[src/rtl/lane_steer_pkg.sv]
package lane_steer_pkg;
  localparam int unsigned NUM_LANES = 2;
  localparam int unsigned HI_LANE   = 1;
  localparam int unsigned LO_LANE   = 0;

  typedef struct packed {
    logic [NUM_LANES-1:0] lane_en;
    logic                 swap_en;
    logic [NUM_LANES-1:0] bank_sel;
  } steer_ctl_t;
endpackage

[src/rtl/lane_addr_latch.sv]
module lane_addr_latch (
  input  logic clk_i,
  input  logic rst_ni,
  input  logic as_i,
  input  logic adr0_i,
  output logic lad_o
);
  always_ff @(posedge clk_i or negedge rst_ni) begin
    if (!rst_ni)   lad_o <= 1'b0;
    else if (as_i) lad_o <= adr0_i;
  end
endmodule

[src/rtl/lane_ctrl.sv]
module lane_ctrl
  import lane_steer_pkg::*;
(
  input  logic       lad_i,
  input  logic       rd_i,
  input  logic       byte_i,
  input  logic       ds_i,
  input  logic       offboard_i,
  output steer_ctl_t ctl_o
);
  logic swap_req;
  logic off_act;
  logic on_act;

  // even-address byte read wants the swap path
  assign swap_req = rd_i & byte_i & ~lad_i;
  assign off_act  = ds_i & offboard_i;
  assign on_act   = ds_i & ~offboard_i;

  always_comb begin
    ctl_o.swap_en           = off_act & swap_req;
    ctl_o.lane_en           = {NUM_LANES{off_act & ~swap_req}};
    ctl_o.bank_sel[HI_LANE] = on_act & (~byte_i | ~lad_i);
    ctl_o.bank_sel[LO_LANE] = on_act & (~byte_i |  lad_i);
  end
endmodule

[src/rtl/lane_datapath.sv]
module lane_datapath
  import lane_steer_pkg::*;
#(
  parameter int unsigned DATA_W = 16
) (
  input  logic [NUM_LANES-1:0] lane_en_i,
  input  logic                 swap_en_i,
  input  logic                 rd_i,
  input  logic [DATA_W-1:0]    cpu_ad_i,
  input  logic [DATA_W-1:0]    exp_ad_i,
  output logic [DATA_W-1:0]    cpu_ad_o,
  output logic [DATA_W-1:0]    exp_ad_o
);
  localparam int unsigned LANE_W = DATA_W / NUM_LANES;

  for (genvar l = 0; l < NUM_LANES; l++) begin : g_lane
    logic [LANE_W-1:0] exp_l;
    logic [LANE_W-1:0] cpu_l;
    logic              rd_str;
    logic              wr_str;

    assign exp_l  = exp_ad_i[l*LANE_W +: LANE_W];
    assign cpu_l  = cpu_ad_i[l*LANE_W +: LANE_W];
    assign rd_str = lane_en_i[l] & rd_i;
    assign wr_str = lane_en_i[l] & ~rd_i;

    if (l == HI_LANE) begin : g_swap
      always_comb begin
        if (swap_en_i)   cpu_ad_o[l*LANE_W +: LANE_W] = exp_ad_i[LO_LANE*LANE_W +: LANE_W];
        else if (rd_str) cpu_ad_o[l*LANE_W +: LANE_W] = exp_l;
        else             cpu_ad_o[l*LANE_W +: LANE_W] = '0;
      end
    end else begin : g_plain
      assign cpu_ad_o[l*LANE_W +: LANE_W] = rd_str ? exp_l : '0;
    end

    assign exp_ad_o[l*LANE_W +: LANE_W] = wr_str ? cpu_l : '0;
  end
endmodule

[src/rtl/lane_steer.sv]
module lane_steer
  import lane_steer_pkg::*;
#(
  parameter int unsigned DATA_W = 16
) (
  input  logic              clk_i,
  input  logic              rst_ni,
  input  logic              as_i,
  input  logic              adr0_i,
  input  logic              rd_i,
  input  logic              byte_i,
  input  logic              ds_i,
  input  logic              offboard_i,
  input  logic [DATA_W-1:0] cpu_ad_i,
  input  logic [DATA_W-1:0] exp_ad_i,
  output logic              hi_lane_en_o,
  output logic              lo_lane_en_o,
  output logic              swap_en_o,
  output logic              bank_hi_o,
  output logic              bank_lo_o,
  output logic [DATA_W-1:0] cpu_ad_o,
  output logic [DATA_W-1:0] exp_ad_o
);
  logic       lad_q;
  steer_ctl_t ctl;

  lane_addr_latch u_latch (
    .clk_i  (clk_i),
    .rst_ni (rst_ni),
    .as_i   (as_i),
    .adr0_i (adr0_i),
    .lad_o  (lad_q)
  );

  lane_ctrl u_ctrl (
    .lad_i      (lad_q),
    .rd_i       (rd_i),
    .byte_i     (byte_i),
    .ds_i       (ds_i),
    .offboard_i (offboard_i),
    .ctl_o      (ctl)
  );

  lane_datapath #(.DATA_W(DATA_W)) u_dp (
    .lane_en_i (ctl.lane_en),
    .swap_en_i (ctl.swap_en),
    .rd_i      (rd_i),
    .cpu_ad_i  (cpu_ad_i),
    .exp_ad_i  (exp_ad_i),
    .cpu_ad_o  (cpu_ad_o),
    .exp_ad_o  (exp_ad_o)
  );

  assign hi_lane_en_o = ctl.lane_en[HI_LANE];
  assign lo_lane_en_o = ctl.lane_en[LO_LANE];
  assign swap_en_o    = ctl.swap_en;
  assign bank_hi_o    = ctl.bank_sel[HI_LANE];
  assign bank_lo_o    = ctl.bank_sel[LO_LANE];
endmodule

[config.mk]
export PLATFORM = sky130hd
export DESIGN_NAME = lane_steer
export DESIGN_NICKNAME = d
export VERILOG_FILES = /design/src/rtl/lane_steer_pkg.sv /design/src/rtl/lane_addr_latch.sv /design/src/rtl/lane_ctrl.sv /design/src/rtl/lane_datapath.sv /design/src/rtl/lane_steer.sv
export SDC_FILE = /design/constraint.sdc
export NUM_CORES = 1
export LEC_CHECK = 0
export ABC_AREA = 0
export BUFFER_PORTS_ARGS = -buffer_cell sky130_fd_sc_hd__buf_4
export CAP_MARGIN = 10
export CORE_UTILIZATION = 27
export CTS_CLUSTER_DIAMETER = 40
export DETAILED_ROUTE_END_ITERATION = 10
export PLACE_DENSITY = 0.84
export SLEW_MARGIN = 0
export SYNTH_ARGS = -nofsm -noshare
export SYNTH_HDL_FRONTEND = slang
export SYNTH_SLANG_ARGS = --single-unit
[constraint.sdc]
create_clock -name clk_i -period 1.9 [get_ports clk_i]
set_clock_uncertainty 0.15 [all_clocks]
set_input_delay 0.38 -clock clk_i [delete_from_list [all_inputs] [get_ports clk_i]]
set_output_delay 0.38 -clock clk_i [all_outputs]
set_load 0.02 [all_outputs]
==> results of run 1 <==
==> power by group <==
group	internal [mW]	switching [mW]	leakage (nW)
Clock	0	0	0
Combinational	0.0998	0.0827	0.537
Sequential	0.0238	0.00296	0.0117
==> metrics by stage <==
step	hold slack [ns]	util, %
2_1_floorplan	-0.0656	-
3_3_place_gp	0.00639	71.5
3_5_place_dp	0.00767	71.5
4_1_cts	0.00767	71.5
5_1_grt	0.0122	71.5
6_report	0.00715	71.5
==> cell usage in the layout (no fill, tap or decap) <==
cell type / count
sky130_fd_sc_hd__nand2_1: 16
sky130_fd_sc_hd__dfrtp_1: 1
sky130_fd_sc_hd__and2_1: 24
sky130_fd_sc_hd__buf_4: 76
sky130_fd_sc_hd__nor2b_4: 1
sky130_fd_sc_hd__nand2b_1: 2
sky130_fd_sc_hd__nand3_4: 1
sky130_fd_sc_hd__nand2_2: 1
sky130_fd_sc_hd__a21oi_1: 10
sky130_fd_sc_hd__nor2_4: 2
sky130_fd_sc_hd__mux2_2: 1
sky130_fd_sc_hd__nor2_1: 2
==> cell families (layout without fill, tap and decap cells) <==
group	count (synthesis)	in the layout	share of synthesized area, %
flops	1	1	6.10
simple gates	49	49	70.7
compound gates	10	10	12.2
mux	1	1	2.74
buf+inv	4	76	8.23
==> metal layers <==
layer / vias up / wire (um) / GRT usage, %
li1: 349 / - / -
met1: 273 / 551 / 17.4
met2: 33 / 882 / 38.3
met3: 0 / 174 / 3.26
met4: 0 / 0 / 0
met5: - / 0 / 0
==> worst paths after layout <==
| kind | to | slack [ns] |
|---|---|---|
| min in group clk_i | u_latch.lad_o$_DFFE_PN0P_ | 0.45 |
| worst min register to register | u_latch.lad_o$_DFFE_PN0P_ | 0.45 |
| worst max-delay path | cpu_ad_o[1] | 0.19 |
| worst min-delay path | u_latch.lad_o$_DFFE_PN0P_ | 0.007 |
| max in group asynchronous | u_latch.lad_o$_DFFE_PN0P_ | 1.51 |
| worst max register to register | u_latch.lad_o$_DFFE_PN0P_ | 0.95 |
==> final cells by class <==
cell class | instances | area [um2]
sequential | 1 | 25.0
timing repair buffer | 76 | 571
fill | 120 | 384
multi-input combinational | 60 | 352
tap | 15 | 18.8
==> metrics.cfg, run 1 <==
[layout]
diodes = 0
layout.nets = 179
reg_top3 = u_latch.lad_o (1)
final_cell_area_um2 = 966
final_cell_count_without_fillers = 152
area_growth_syn_to_layout_pct = 135
layout-drive-gt1-share_pct = 59.9
largest_register_ffs = 1
largest_register = u_latch.lad_o

[worst_setup_path]
worst_r2r_startpoint = u_latch.lad_o$_DFFE_PN0P_
cp-end-kind = output pin
timing.critical_path.mode_cell = sky130_fd_sc_hd__buf_4
timing.critical_path.cells = buf_4 > nor2b_4 > nor2_4 > and2_1 > buf_4
slowest_stage = sky130_fd_sc_hd__nor2b_4
worst-endpoint-required_ns = 1.37
worst-path-stages = 5
crit_buf_inv = 2
startpoint_type = input port
cp_slowest_stage_delay_ns = 0.29
critPathTopFamily = simple AND/OR/NAND/NOR gates
timing.critical_path.from = byte_i
worst-path-max-fanout = 11
r2r_cells = 1
critical_path_arrival_ns = 1.18
worstSetupPathType = input port to output pin

[worst_hold_path]
hold_class = input port to asynchronous set/reset pin

[grt]
grt_antenna_before_repair = 0
vias_in_the_first_global_route = 511
track_usage_pct = 17.7
globalRouteOverflowTotal = 0
grt_pass1_wl_um = 2060
maximum_number_of_pins_on_one_net_before_global_route_repair = 17

[drt]
drt_pre_antenna_iters = 4
sum_of_routed_wire_length_over_all_layers_um = 1610
drt_first_iter_violations = 8
route.vias.total = 655
ant_nets = 0
post_drt_wl_per_cell_um = 10.6
vias_per_cell = 4.31
drc_violations_left = 0

[floorplanning]
start_util_pct = 30.4
placement_rows = 13
fp.dieArea_mm2 = 0.00168
die_width_um = 41.0
floorplan.io_pins = 77
die_height_um = 41.0
coreArea_mm2 = 0.00135

[job]
number_of_max_cap_violations = 0

[timing]
worst_pin_slew_ns = 0.324
finalWorstSetupSlack_ns = 0.190
rsz0062_at_grt = no
period_share_pct = 90.0
hold_viol = 0
period_needed_ns = 1.71
number_of_max_slew_violations_in_the_final_report = 0
achievable-frequency_ghz = 0.585
totalNegativeSetupSlack_ns = 0
max-slew-margin-rel_pct = 78.4
setup_viol_count_final = 0

[place]
place.port_buffers = 76
dp_hpwl_um = 1410
post_dp_cell_area_um2 = 966
gpl_congestion = 0.673
pre_cts_slack_ns = 0.187
placed_cells_incl_taps = 152

[clocking]
cts_post_setup_buffers_inserted = 0
post_cts.resized_instances = 0
clock_pin_slew_on_the_worst_setup_and_hold_paths_ns = 0
clock_insertion_delay_worst_skew_ns = 0
ctsHoldBuffers = 0

[pwr]
post-layout-total-power_uw = 209
pwr_density_cell_mw_per_mm2 = 217
peakVddDrop_mv = 0.165
p_leak_nw = 0.548

[logic_synthesis]
synth_seq_area_share_pct = 6.10
number_of_flops_mapped_to_enable_cells_by_yosys = 0
ys.flop_type = sky130_fd_sc_hd__dfrtp_1
synth_commonest_cells = sky130_fd_sc_hd__and2_1, sky130_fd_sc_hd__nand2_1, sky130_fd_sc_hd__a21oi_1
yosysTopAreaCellShare_pct = 36.6
netlist_top_cells_area = sky130_fd_sc_hd__and2_1, sky130_fd_sc_hd__nand2_1, sky130_fd_sc_hd__a21oi_1
asyncSetResetFlopFracSynth_pct = 100
synthesis.nets = 105
netlist-cell-type-count = 13
synth.yosys.warnings = 0
synth_area_leader_cell = sky130_fd_sc_hd__and2_1
synth.ff_latch_count = 1
syn-mean-instance-area_um2 = 6.31
yosysMostFrequentCell = sky130_fd_sc_hd__and2_1
cell_area_synth_um2 = 410
synthesis.instances = 65

[status]
status = finished, final reports clean

No activity file was read; power rests on OpenSTA's default activity.
==> inputs of run 2 (changes only) <==
==> constraint.sdc (replaced) <==
create_clock -name clk_i -period 1.9 [get_ports clk_i]
set_clock_uncertainty 0.15 [all_clocks]
set_input_delay 0 -clock clk_i [delete_from_list [all_inputs] [get_ports clk_i]]
set_output_delay 0 -clock clk_i [all_outputs]
set_load 0.02 [all_outputs]
==> run 2 against run 1 <==
Sequential power about the same. Cell count increased by 0.66%. Highest routed layer unchanged. First-iteration DRC count shrank 88%. Worst hold slack better by 0.081 ns. Global-route usage is 0.11 points higher. Worst setup slack gained 0.43 ns. Routed wire length increased by 1.9%. Register-to-register slack is essentially flat. Critical path depth decreased by 1. Sequential cell count is the same. Total power increased by 1.0%. Die area unchanged. Largest power group unchanged.
==> metrics.cfg, run 2 (synthesized netlist as in run 1, its figures left out) <==
[place]
place.port_buffers = 76
post_dp_cell_area_um2 = 966
gpl_congestion = 0.662
dp_hpwl_um = 1420
pre_cts_slack_ns = 0.615

[worst_setup_path]
cp_slowest_stage_delay_ns = 0.39
timing.critical_path.from = u_latch.lad_o$_DFFE_PN0P_
timing.critical_path.cells = nand2b_1 > nand2_1 > a21oi_1 > buf_4
worst-path-stages = 4
slowest_stage = sky130_fd_sc_hd__dfrtp_1
critPathTopFamily = simple AND/OR/NAND/NOR gates
startpoint_type = flip-flop
worstSetupPathType = flip-flop to output pin
worst-path-max-fanout = 9
cp-end-kind = output pin
crit_buf_inv = 1
timing.critical_path.to = cpu_ad_o[9]
r2r_cells = 1
rr_endpoint = u_latch.lad_o$_DFFE_PN0P_
worst_r2r_startpoint = u_latch.lad_o$_DFFE_PN0P_
worst-endpoint-required_ns = 1.75
timing.reg2reg.setup_slack_ns = 0.95
critical_path_arrival_ns = 1.13

[pwr]
peakVddDrop_mv = 0.202
post-layout-total-power_uw = 211
pwr_density_cell_mw_per_mm2 = 217
p_leak_nw = 0.552

[grt]
vias_in_the_first_global_route = 528
grt_pass1_wl_um = 2110
track_usage_pct = 17.8
maximum_number_of_pins_on_one_net_before_global_route_repair = 17
globalRouteOverflowTotal = 0
grt_antenna_before_repair = 0

[drt]
drt_first_iter_violations = 1
sum_of_routed_wire_length_over_all_layers_um = 1640
drt_pre_antenna_iters = 3
drc_violations_left = 0
route.vias.total = 664
vias_per_cell = 4.34
post_drt_wl_per_cell_um = 10.7
ant_nets = 0

[timing]
achievable-frequency_ghz = 0.780
period_needed_ns = 1.28
rsz0062_at_grt = no
hold_viol = 0
worst_pin_slew_ns = 0.336
totalNegativeSetupSlack_ns = 0
period_share_pct = 67.4
number_of_max_slew_violations_in_the_final_report = 0
setup_viol_count_final = 0
max-slew-margin-rel_pct = 77.6
finalWorstSetupSlack_ns = 0.619

[clocking]
post_cts.resized_instances = 0
clock_pin_slew_on_the_worst_setup_and_hold_paths_ns = 0
clock_insertion_delay_worst_skew_ns = 0

[layout]
diodes = 0
layout.nets = 180
largest_register = u_latch.lad_o
final_cell_mix = sky130_fd_sc_hd__buf_4, sky130_fd_sc_hd__and2_1, sky130_fd_sc_hd__nand2_1
largest_register_ffs = 1
commonest_non_fill_non_tap_cell_in_the_layout = sky130_fd_sc_hd__buf_4
layout-drive-gt1-share_pct = 59.4
final_cell_area_um2 = 976
area_growth_syn_to_layout_pct = 138
reg_top3 = u_latch.lad_o (1)

[floorplanning]
placement_rows = 13
start_util_pct = 30.4
coreArea_mm2 = 0.00135
fp.dieArea_mm2 = 0.00168
die_height_um = 41.0
die_width_um = 41.0
floorplan.io_pins = 77

[job]
number_of_max_cap_violations = 0

[status]
status = finished, final reports clean

[worst_hold_path]
hold_class = input port to flip-flop

run 2: final cells by class:
type                            instances  area, um2
Timing Repair Buffer                   77        581
Tap cell                               15       18.8
Multi-Input combinational cell         60        352
Fill cell                             117        374
Sequential cell                         1       25.0
run 2: through the flow:
step,util [%],cells,hold slack (ns)
after floorplan,-,65,-0.446
after global placement,71.5,152,-0.374
after detailed placement,71.5,152,-0.374
after CTS,72.3,153,0.0872
after global routing,72.3,153,0.103
final,72.3,153,0.0879
run 2: what timing repair did:
action,4_1_cts,5_1_grt
hold buffers,1,0
endpoints found under the hold margin,1,0
buffers inserted,0,0
run 2: worst min path at each step:
stage                                           end  cells after the start   start
after floorplan           u_latch.lad_o$_DFFE_PN0P_                      0  rst_ni
after global placement    u_latch.lad_o$_DFFE_PN0P_                      1  rst_ni
after detailed placement  u_latch.lad_o$_DFFE_PN0P_                      1  rst_ni
after CTS                 u_latch.lad_o$_DFFE_PN0P_                      2  adr0_i
after global routing      u_latch.lad_o$_DFFE_PN0P_                      2  adr0_i
final                     u_latch.lad_o$_DFFE_PN0P_                      2  adr0_i
run 2: where the power goes:
group	switching, mW	internal (mW)
clock network	0	0
registers	0.00297	0.0238
logic	0.0834	0.101
total	0.0864	0.125
run 2: layer usage:
layer  wire (um)  share of wire, %  global-route usage, %  vias up
li1            -                 -                      -      352
met1         575                35                   18.1      279
met2         886                54                   38.3       33
met3         177                11                   2.72        0
met4           0                 0                      0        0
met5           0                 0                      0        -
==> inputs of run 3 (changes only) <==
--- a/config.mk
+++ b/config.mk
@@ -8,10 +8,10 @@
 export ABC_AREA = 0
 export BUFFER_PORTS_ARGS = -buffer_cell sky130_fd_sc_hd__buf_4
 export CAP_MARGIN = 10
-export CORE_UTILIZATION = 27
+export CORE_UTILIZATION = 25
 export CTS_CLUSTER_DIAMETER = 40
 export DETAILED_ROUTE_END_ITERATION = 10
-export PLACE_DENSITY = 0.84
+export PLACE_DENSITY = 0.78
 export SLEW_MARGIN = 0
 export SYNTH_ARGS = -nofsm -noshare
 export SYNTH_HDL_FRONTEND = slang
==> constraint.sdc (replaced) <==
create_clock -name clk_i -period 1.2 [get_ports clk_i]
set_clock_uncertainty 0.15 [all_clocks]
set_input_delay 0 -clock clk_i [delete_from_list [all_inputs] [get_ports clk_i]]
set_output_delay 0 -clock clk_i [all_outputs]
set_load 0.02 [all_outputs]
==> run 3 against run 2 <==
The flow now finishes with violations (negative setup slack). Total power is 86% higher. Worst setup slack lost 0.63 ns. Via count rose by 6.8%. Cell count up 4.6%. Sequential cell count stayed put. Sequential power rose by 59%. Worst hold slack lost 0.0014 ns. Critical path depth increased by 1. Global-route usage rose by 0.28 points. Largest cell class unchanged. Largest power group unchanged. Highest routed layer unchanged.
==> metrics.cfg, run 3 (synthesized netlist as in run 1, its figures left out) <==
[place]
place.port_buffers = 76
pre_cts_slack_ns = -0.0869
dp_hpwl_um = 1460
gpl_congestion = 0.711

[layout]
layout.nets = 186
final_cell_mix = sky130_fd_sc_hd__buf_4, sky130_fd_sc_hd__and2_1, sky130_fd_sc_hd__nand2_1
layout-drive-gt1-share_pct = 71.5
reg_top3 = u_latch.lad_o (1)
largest_register = u_latch.lad_o
largest_register_ffs = 1
commonest_non_fill_non_tap_cell_in_the_layout = sky130_fd_sc_hd__buf_4
diodes = 0
area_growth_syn_to_layout_pct = 172

[floorplanning]
fp.dieArea_mm2 = 0.00181
floorplan.io_pins = 77
coreArea_mm2 = 0.00152
placement_rows = 14
die_height_um = 42.5
die_width_um = 42.5
start_util_pct = 26.9

[pwr]
register_share_of_total_power_pct = 10.8
power.share.combinational_pct = 89.2
pwr_density_cell_mw_per_mm2 = 352
p_leak_nw = 0.602
switching_share_pct = 40.5
netSwitchingPower_uw = 159
peakVddDrop_mv = 0.294
internal-power_uw = 234
power.clock.fraction_pct = 0

[worst_hold_path]
timing.hold.worst_path_depth = 2
worstHoldEndpoint = u_latch.lad_o$_DFFE_PN0P_
min_from = adr0_i
hold_class = input port to flip-flop

[job]
number_of_max_cap_violations = 0

[worst_setup_path]
worst_r2r_startpoint = u_latch.lad_o$_DFFE_PN0P_
rr_endpoint = u_latch.lad_o$_DFFE_PN0P_
startpoint_type = flip-flop
timing.critical_path.cells = nor2b_4 > buf_6 > nor2_4 > and2_4 > buf_6
worstSetupPathType = flip-flop to output pin
cp-end-kind = output pin
worst-path-max-fanout = 8
slowest_stage = sky130_fd_sc_hd__dfrtp_1
critPathTopFamily = simple AND/OR/NAND/NOR gates
cp_slowest_stage_delay_ns = 0.40
worst-endpoint-required_ns = 1.05
crit_buf_inv = 2
critical_path_arrival_ns = 1.06
timing.reg2reg.setup_slack_ns = 0.13
timing.critical_path.mode_cell = sky130_fd_sc_hd__buf_6
r2r_cells = 2

[drt]
drc_violations_left = 0
sum_of_routed_wire_length_over_all_layers_um = 1840
route.vias.total = 709
post_drt_wl_per_cell_um = 11.5
drt_first_iter_violations = 6
ant_nets = 0
vias_per_cell = 4.43
drt_pre_antenna_iters = 4

[clocking]
clock_pin_slew_on_the_worst_setup_and_hold_paths_ns = 0
clock_insertion_delay_worst_skew_ns = 0

[timing]
max-slew-margin-rel_pct = 84.1
period_needed_ns = 1.21
finalHoldWorstSlack_ns = 0.0865
achievable-frequency_ghz = 0.824
number_of_max_slew_violations_in_the_final_report = 0
finalWorstSetupSlack_ns = -0.0136
setup_viol_count_final = 9
totalNegativeSetupSlack_ns = -0.0903
hold_viol = 0
period_share_pct = 101
worst_pin_slew_ns = 0.238
rsz0062_at_grt = yes

[status]
violations = negative setup slack
status = complete, but fails checks

[grt]
globalRouteOverflowTotal = 0
grt_pass1_wl_um = 2620
track_usage_pct = 18.1
vias_in_the_first_global_route = 597
grt_antenna_before_repair = 0
maximum_number_of_pins_on_one_net_before_global_route_repair = 17

[run 3: area by class of cell]
| class | count | area [um2] |
|---|---|---|
| timing repair buffer | 83 | 667 |
| fill | 137 | 407 |
| multi-input combinational | 60 | 405 |
| sequential | 1 | 25.0 |
| tap | 16 | 20.0 |
[run 3: worst max path at each step]
stage                         startpoint           end  cells after the start
2_1_floorplan  u_latch.lad_o$_DFFE_PN0P_  lo_lane_en_o                      4
3_3_place_gp   u_latch.lad_o$_DFFE_PN0P_  cpu_ad_o[15]                      4
3_5_place_dp   u_latch.lad_o$_DFFE_PN0P_  cpu_ad_o[10]                      4
4_1_cts        u_latch.lad_o$_DFFE_PN0P_   cpu_ad_o[2]                      5
5_1_grt        u_latch.lad_o$_DFFE_PN0P_  cpu_ad_o[10]                      4
6_report       u_latch.lad_o$_DFFE_PN0P_   cpu_ad_o[3]                      5
[run 3: repair_timing]
action,in CTS,in global routing
buffers inserted,3,1
pin swaps,2,6
endpoints found under the setup margin,18,18
hold endpoints to repair,1,0
resized for setup,3,15
hold buffers,1,0
[run 3: stage by stage]
step                util, %  total power [mW]  instances  area [um2]
floorplan                 -             0.187         65         444
global placement       66.7             0.350        155        1020
detailed placement     66.7             0.355        155        1020
CTS                    69.4             0.373        159        1060
global route           73.3             0.417        160        1120
finish                 73.3             0.393        160        1120
[run 3: power by group through the flow]
stage / logic [mW] / clock network (mW) / registers (mW)
after detailed placement: 0.313 / 0 / 0.0427
after global placement: 0.308 / 0 / 0.0420
final: 0.351 / 0 / 0.0426
after CTS: 0.331 / 0 / 0.0424
after global routing: 0.374 / 0 / 0.0433
after floorplan: 0.145 / 0 / 0.0417
[run 3: metal layers]
metal / vias up / track usage [%] / part of all wire, %
li1: 361 / - / -
met1: 317 / 18.3 / 35
met2: 31 / 39.1 / 59
met3: 0 / 2.16 / 6.3
met4: 0 / 1.25 / 0
met5: - / 0 / 0
